**config.mk**
```make
export PLATFORM = sky130hd
export DESIGN_NAME = lcd_bus_seq
export DESIGN_NICKNAME = d
export VERILOG_FILES = /design/src/rtl/lcd_seq_pkg.sv /design/src/rtl/lcd_phase_timer.sv /design/src/rtl/lcd_init_list.sv /design/src/rtl/lcd_bus_seq.sv
export SDC_FILE = /design/constraint.sdc
export NUM_CORES = 1
export LEC_CHECK = 0
export BUFFER_PORTS_ARGS = -buffer_cell sky130_fd_sc_hd__buf_4
export CORE_UTILIZATION = 45
export DETAILED_ROUTE_END_ITERATION = 16
export PLACE_DENSITY = 0.62
export SLEW_MARGIN = 40
export SYNTH_ARGS = -nofsm -noshare
export SYNTH_HDL_FRONTEND = slang
export SYNTH_SLANG_ARGS = --single-unit
```
**constraint.sdc**
```tcl
create_clock -name clk -period 7.4 [get_ports clk]
set_clock_uncertainty 0.05 [all_clocks]
set_input_delay 1.48 -clock clk [delete_from_list [all_inputs] [get_ports clk]]
set_output_delay 1.48 -clock clk [all_outputs]
set_load 0.05 [all_outputs]
```
**src/rtl/lcd_seq_pkg.sv**
```systemverilog
package lcd_seq_pkg;

   typedef enum logic [2:0] {
      ST_FETCH,
      ST_RD_SU,
      ST_RD_EN,
      ST_RD_HO,
      ST_WR_SU,
      ST_WR_EN,
      ST_WR_HO,
      ST_WAIT
   } seq_state_t;

   localparam logic [1:0] KIND_CMD  = 2'b00;
   localparam logic [1:0] KIND_DATA = 2'b01;
   localparam int         INIT_LEN  = 4;
   localparam int         BUS_W     = 8;

   // Byte placed on the bus for a request kind; address kinds force bit 7.
   function automatic logic [BUS_W-1:0] bus_byte(input logic [1:0] kind,
                                                 input logic [BUS_W-1:0] b);
      return kind[1] ? {1'b1, b[BUS_W-2:0]} : b;
   endfunction

   // Clear and home (command bytes 0x00..0x03) need the long pause.
   function automatic logic is_slow(input logic rs, input logic [BUS_W-1:0] b);
      return !rs && (b[BUS_W-1:2] == '0);
   endfunction

   function automatic int imax(input int a, input int b);
      return (a > b) ? a : b;
   endfunction

endpackage

```
**src/rtl/lcd_phase_timer.sv**
```systemverilog
module lcd_phase_timer #(
   parameter int TW = 8
) (
   input  logic          clk,
   input  logic          rst_n,
   input  logic          clear,
   input  logic [TW-1:0] limit,
   output logic          last
);
   logic [TW-1:0] cnt;

   always_ff @(posedge clk or negedge rst_n) begin
      if (!rst_n)     cnt <= '0;
      else if (clear) cnt <= '0;
      else            cnt <= cnt + 1'b1;
   end

   assign last = (cnt == limit - 1'b1);
endmodule

```
**src/rtl/lcd_init_list.sv**
```systemverilog
module lcd_init_list
   import lcd_seq_pkg::*;
#(
   parameter logic [7:0] FSET_CODE  = 8'h38,
   parameter logic [7:0] DISP_CODE  = 8'h0C,
   parameter logic [7:0] CLR_CODE   = 8'h01,
   parameter logic [7:0] ENTRY_CODE = 8'h06,
   localparam int        IW         = $clog2(INIT_LEN)
) (
   input  logic [IW-1:0]    idx,
   output logic [BUS_W-1:0] code
);
   localparam logic [INIT_LEN*8-1:0] LIST = {ENTRY_CODE, CLR_CODE, DISP_CODE, FSET_CODE};

   logic [BUS_W-1:0] tbl [INIT_LEN];

   for (genvar i = 0; i < INIT_LEN; i++) begin : g_ent
      assign tbl[i] = LIST[i*8 +: 8];
   end

   assign code = tbl[idx];
endmodule

```
**src/rtl/lcd_bus_seq.sv**
```systemverilog
module lcd_bus_seq
   import lcd_seq_pkg::*;
#(
   parameter bit         POLL_EN         = 1'b1,
   parameter int         EN_CLKS         = 4,
   parameter int         SETUP_CLKS      = 2,
   parameter int         HOLD_CLKS       = 2,
   parameter int         SHORT_WAIT_CLKS = 8000,
   parameter int         LONG_WAIT_CLKS  = 340000,
   parameter logic [7:0] FSET_CODE       = 8'h38
) (
   input  logic             clk,
   input  logic             rst_n,
   input  logic             req_valid,
   output logic             req_ready,
   input  logic [1:0]       req_kind,
   input  logic [BUS_W-1:0] req_byte,
   output logic             init_done,
   output logic             lcd_rs,
   output logic             lcd_rw,
   output logic             lcd_en,
   output logic [BUS_W-1:0] lcd_d_out,
   output logic             lcd_d_oe,
   input  logic [BUS_W-1:0] lcd_d_in
);
   localparam int MAXL = imax(imax(LONG_WAIT_CLKS, SHORT_WAIT_CLKS),
                              imax(EN_CLKS, imax(SETUP_CLKS, HOLD_CLKS)));
   localparam int TW   = $clog2(MAXL + 1);
   localparam int IW   = $clog2(INIT_LEN);

   if (EN_CLKS < 1 || SETUP_CLKS < 1 || HOLD_CLKS < 1) begin : g_bad_phase
      $error("strobe phases need at least one clock each");
   end
   if (SHORT_WAIT_CLKS < 1 || LONG_WAIT_CLKS < SHORT_WAIT_CLKS) begin : g_bad_wait
      $error("long wait must not be shorter than short wait");
   end
   if (FSET_CODE[7:5] != 3'b001) begin : g_bad_fset
      $error("FSET_CODE is not a function-set command");
   end

   seq_state_t       state, nxt, start_st, post_wr_st;
   logic [TW-1:0]    limit;
   logic             last, advance, tmr_clear;
   logic [IW-1:0]    init_idx;
   logic [BUS_W-1:0] init_code, cur_byte;
   logic             first_done, busy_q, cur_rs, cur_slow, wr_ph;
   logic             din_unused;

   assign din_unused = ^lcd_d_in[BUS_W-2:0];

   // Variant: polled transfers start with a status read, timed ones pause after.
   if (POLL_EN) begin : g_poll
      assign start_st   = ST_RD_SU;
      assign post_wr_st = ST_FETCH;
   end else begin : g_wait
      assign start_st   = ST_WR_SU;
      assign post_wr_st = ST_WAIT;
   end

   lcd_init_list #(.FSET_CODE(FSET_CODE)) u_list (
      .idx  (init_idx),
      .code (init_code)
   );

   lcd_phase_timer #(.TW(TW)) u_tmr (
      .clk   (clk),
      .rst_n (rst_n),
      .clear (tmr_clear),
      .limit (limit),
      .last  (last)
   );

   assign cur_slow = is_slow(cur_rs, cur_byte);

   always_comb begin
      case (state)
         ST_RD_SU, ST_WR_SU: limit = TW'(SETUP_CLKS);
         ST_RD_EN, ST_WR_EN: limit = TW'(EN_CLKS);
         ST_RD_HO, ST_WR_HO: limit = TW'(HOLD_CLKS);
         ST_WAIT:            limit = cur_slow ? TW'(LONG_WAIT_CLKS) : TW'(SHORT_WAIT_CLKS);
         default:            limit = TW'(1);
      endcase
   end

   always_comb begin
      nxt = state;
      case (state)
         ST_FETCH: begin
            if (!init_done)     nxt = first_done ? start_st : ST_WR_SU;
            else if (req_valid) nxt = start_st;
         end
         ST_RD_SU: if (last) nxt = ST_RD_EN;
         ST_RD_EN: if (last) nxt = ST_RD_HO;
         ST_RD_HO: if (last) nxt = busy_q ? ST_RD_SU : ST_WR_SU;
         ST_WR_SU: if (last) nxt = ST_WR_EN;
         ST_WR_EN: if (last) nxt = ST_WR_HO;
         ST_WR_HO: if (last) nxt = post_wr_st;
         ST_WAIT:  if (last) nxt = ST_FETCH;
         default:            nxt = ST_FETCH;
      endcase
   end

   assign advance   = (nxt != state);
   assign tmr_clear = advance || (state == ST_FETCH);
   assign req_ready = (state == ST_FETCH) && init_done;

   always_ff @(posedge clk or negedge rst_n) begin
      if (!rst_n) begin
         state      <= ST_FETCH;
         init_idx   <= '0;
         init_done  <= 1'b0;
         first_done <= 1'b0;
         busy_q     <= 1'b0;
         cur_rs     <= 1'b0;
         cur_byte   <= '0;
      end else begin
         state <= nxt;
         if (state == ST_FETCH && advance) begin
            if (!init_done) begin
               cur_rs   <= 1'b0;
               cur_byte <= init_code;
            end else begin
               cur_rs   <= (req_kind == KIND_DATA);
               cur_byte <= bus_byte(req_kind, req_byte);
            end
         end
         if (state == ST_RD_EN && last) busy_q <= lcd_d_in[BUS_W-1];
         if (state == ST_WR_HO && last) begin
            first_done <= 1'b1;
            if (!init_done) begin
               if (init_idx == IW'(INIT_LEN - 1)) init_done <= 1'b1;
               else                               init_idx  <= init_idx + 1'b1;
            end
         end
      end
   end

   assign wr_ph     = (state == ST_WR_SU) || (state == ST_WR_EN) || (state == ST_WR_HO);
   assign lcd_rw    = (state == ST_RD_SU) || (state == ST_RD_EN) || (state == ST_RD_HO);
   assign lcd_en    = (state == ST_RD_EN) || (state == ST_WR_EN);
   assign lcd_rs    = wr_ph && cur_rs;
   assign lcd_d_oe  = wr_ph;
   assign lcd_d_out = cur_byte;
endmodule

```
==> flow_summary.json <==
{
  "fin_setup_tns_ps": 0,
  "num_vias": 1644,
  "insertion_delay_ps": 280,
  "numPortBuffers": 27,
  "clkTransAtPathRegs_ps": 70,
  "grt_setup_unrepaired": "false",
  "cts_tree": "built",
  "avgSynthCellArea_um2": 9.610,
  "combPwrFrac_pct": 42.9,
  "power_density_nw_per_um2": 314.7,
  "ant_nets": 0,
  "drc": 0,
  "slew_headroom_pct": 53.60,
  "yosysWarnings": 0,
  "p_leak_nw": 1.075,
  "track_usage_pct": 18.91,
  "via_per_inst": 5.535,
  "end_kind": "output pin",
  "grt_pass1_wl_um": 7362,
  "drive_gt1_share_pct": 20.82,
  "grt_max_degree": 37,
  "async_flop_share_pct": 100.0,
  "layout.cells.non_filler": 297,
  "dp.cells": 289,
  "ys.flop_type": "dfrtp_1",
  "diodes": 0,
  "pwr-share-clk_pct": 18.5,
  "hp-class": "flop to flop",
  "critPathRequiredTime_ps": 5870,
  "nNetsFinal": 270,
  "fin_crit_ps": 3281,
  "yosysSeqAreaShare_pct": 42.81,
  "slew_violations": 0,
  "startpoint_type": "flop",
  "min_period_over_period_pct": 44.34,
  "antenna_found_initial": 0,
  "synth_top_area_share_pct": 42.81,
  "synth_area_um2": 2105,
  "numCtsBuffers": 5,
  "p_int_w": 0.0004414,
  "row_count": 24,
  "fmax_ghz": 0.3047,
  "run_status": "completed",
  "placed_area_um2": 2337,
  "synth_compound_area_share_pct": 11.24,
  "swShare_pct": 42.22,
  "num_io_pins": 35,
  "h-tree-depth": 2,
  "synth_top_family_by_area": "simple AND/OR/NAND/NOR gates",
  "worstPathMaxFanout": 13,
  "hold_ws_ps": 444.1,
  "post-cts-setup-buffers": 0,
  "synthMuxAreaShare_pct": 4.043,
  "synth-edff-count": 0,
  "core_um2": 4414,
  "ys_seq_elements": 36,
  "synth-xor-area-share_pct": 9.096,
  "first_iter_violations": 72,
  "die_w_um": 70.39,
  "die_y_um": 70.39,
  "synth_cell_type_count": 50,
  "cts_resized": 0,
  "dpl.hpwl_um": 2964,
  "drt_first_pass_iters": 4,
  "hold_violations": 0,
  "tightest_slew_ps": 692.0,
  "peakVddDrop_v": 0.0001741,
  "gp_congestion": 0.7684,
  "worst_ep_arrival_time_ps": 1750,
  "p_seq_share_pct": 38.5,
  "clock-sinks": 36,
  "hold_buffers": 0,
  "final_util_pct": 54.99,
  "area_growth_pct": 15.34,
  "grt_pass1_vias": 1558,
  "cap_violations": 0,
  "synth_fa_ha_area_share_pct": 2.973,
  "overflow": 0,
  "synthSimpleGateAreaFrac_pct": 25.86,
  "start_util_pct": 47.68,
  "synth_area_leader_cell": "dfrtp_1",
  "p_sw_w": 0.0003225,
  "setup_violations": 0,
  "wl_um": 4324,
  "synthCells": 219,
  "clock_path_buffers": 2,
  "path_class": "flop to output pin",
  "ys_top_cells_by_area": "dfrtp_1 43%, nor3_1 5.0%, nor2_1 4.3%",
  "syn-num-nets": 245,
  "die_area_um2": 4954,
  "design_area_um2": 2427,
  "avgRoutedWirePerCell_um": 14.56,
  "root_buffer": "clkbuf_8"
}
## path summary, 6_finish.rpt
kind                       depth (start not counted)                   start                      end  slack (ps)
max                                                4      state[1]$_DFF_PN0_                   lcd_en        4120
max in group asynchronous                          1                   rst_n  u_tmr.cnt[14]$_DFF_PN0_        5870
min reg2reg                                        1  first_done$_DFFE_PN0P_   first_done$_DFFE_PN0P_         440
min in group asynchronous                          1                   rst_n   u_tmr.cnt[0]$_DFF_PN0_        1100
max reg2reg                                        9      state[1]$_DFF_PN0_   u_tmr.cnt[1]$_DFF_PN0_        4320
min                                                1  first_done$_DFFE_PN0P_   first_done$_DFFE_PN0P_         440
## critical path: stages, from the launching register on
cell and delay, ps:
dfrtp_1 600, nor3b_1 470, a21oi_1 120, inv_1 80
buf_4 190
## cell usage after synthesis, types with 3 or more instances
cell type,count
and3_2,3
and2_1,4
mux2i_1,4
nand4_1,4
o211ai_1,3
xnor2_1,10
nand3_1,5
and3_1,8
dfrtp_1,36
a21oi_1,12
nand2_1,11
nor3_1,21
inv_1,8
buf_2,4
o21ai_0,3
nor2_1,24
clkbuf_1,6
ha_1,5
xor2_1,10
## cell type report
type                    count  area [um^2]
multi-input cells         164         1124
fillers                   435         1987
flip-flops and latches     36        900.9
repair buffers             29        217.7
inverters                   8        30.03
clock buffers               8        90.09
well taps                  52        65.06
## per-layer routing
layer	share of wire [%]	up-vias	GRT usage, %
met5	0	-	0
met4	1.4	0	8.889
met3	2.2	6	3.463
met2	43	21	26.46
met1	53	788	27.96
li1	-	829	-
## registers in the layout, summed over array words and instances, names as in the netlist
| signal | flops |
|---|---|
| busy_q | 1 |
| u_tmr.cnt | 19 |
| init_done | 1 |
| first_done | 1 |
| lcd_d_out | 8 |
| init_idx | 2 |
| cur_rs | 1 |
| state | 3 |
## cell usage in the layout, fill, tap and decap left out, drive strengths merged, types with 8 or more instances in the layout
| master | Yosys | layout |
|---|---|---|
| dfrtp | 36 | 36 |
| buf | 5 | 29 |
| clkbuf | 6 | 8 |
| nand2 | 11 | 11 |
| a21oi | 13 | 13 |
| nor2 | 24 | 24 |
| and3 | 11 | 11 |
| inv | 8 | 8 |
| nor3 | 23 | 23 |
| xnor2 | 10 | 10 |
| xor2 | 11 | 11 |
## power groups by stage
| stage | clock [W] | sequential (W) | combinational [W] |
|---|---|---|---|
| 2_1_floorplan | 0 | 0.000317 | 0.000230 |
| 3_3_place_gp | 0 | 0.000297 | 0.000326 |
| 3_5_place_dp | 0 | 0.000297 | 0.000330 |
| 4_1_cts | 0.000148 | 0.000294 | 0.000331 |
| 5_1_grt | 0.000155 | 0.000302 | 0.000364 |
| 6_report | 0.000142 | 0.000294 | 0.000328 |
## metrics by stage
stage,setup slack [ps],power (W)
3_3_place_gp,4276,0.0006222
6_report,4119,0.0007639
2_1_floorplan,4146,0.0005480
3_5_place_dp,4290,0.0006277
5_1_grt,3962,0.0008208
4_1_cts,4106,0.0007724
## cells by family after synthesis
kind of cell    after synthesis
flops                        36
xor+xnor                     21
simple gates                 98
mux                           7
compound gates               33
buf+inv                      19
fa+ha+maj                     5
(Power assumes the default switching activity.)
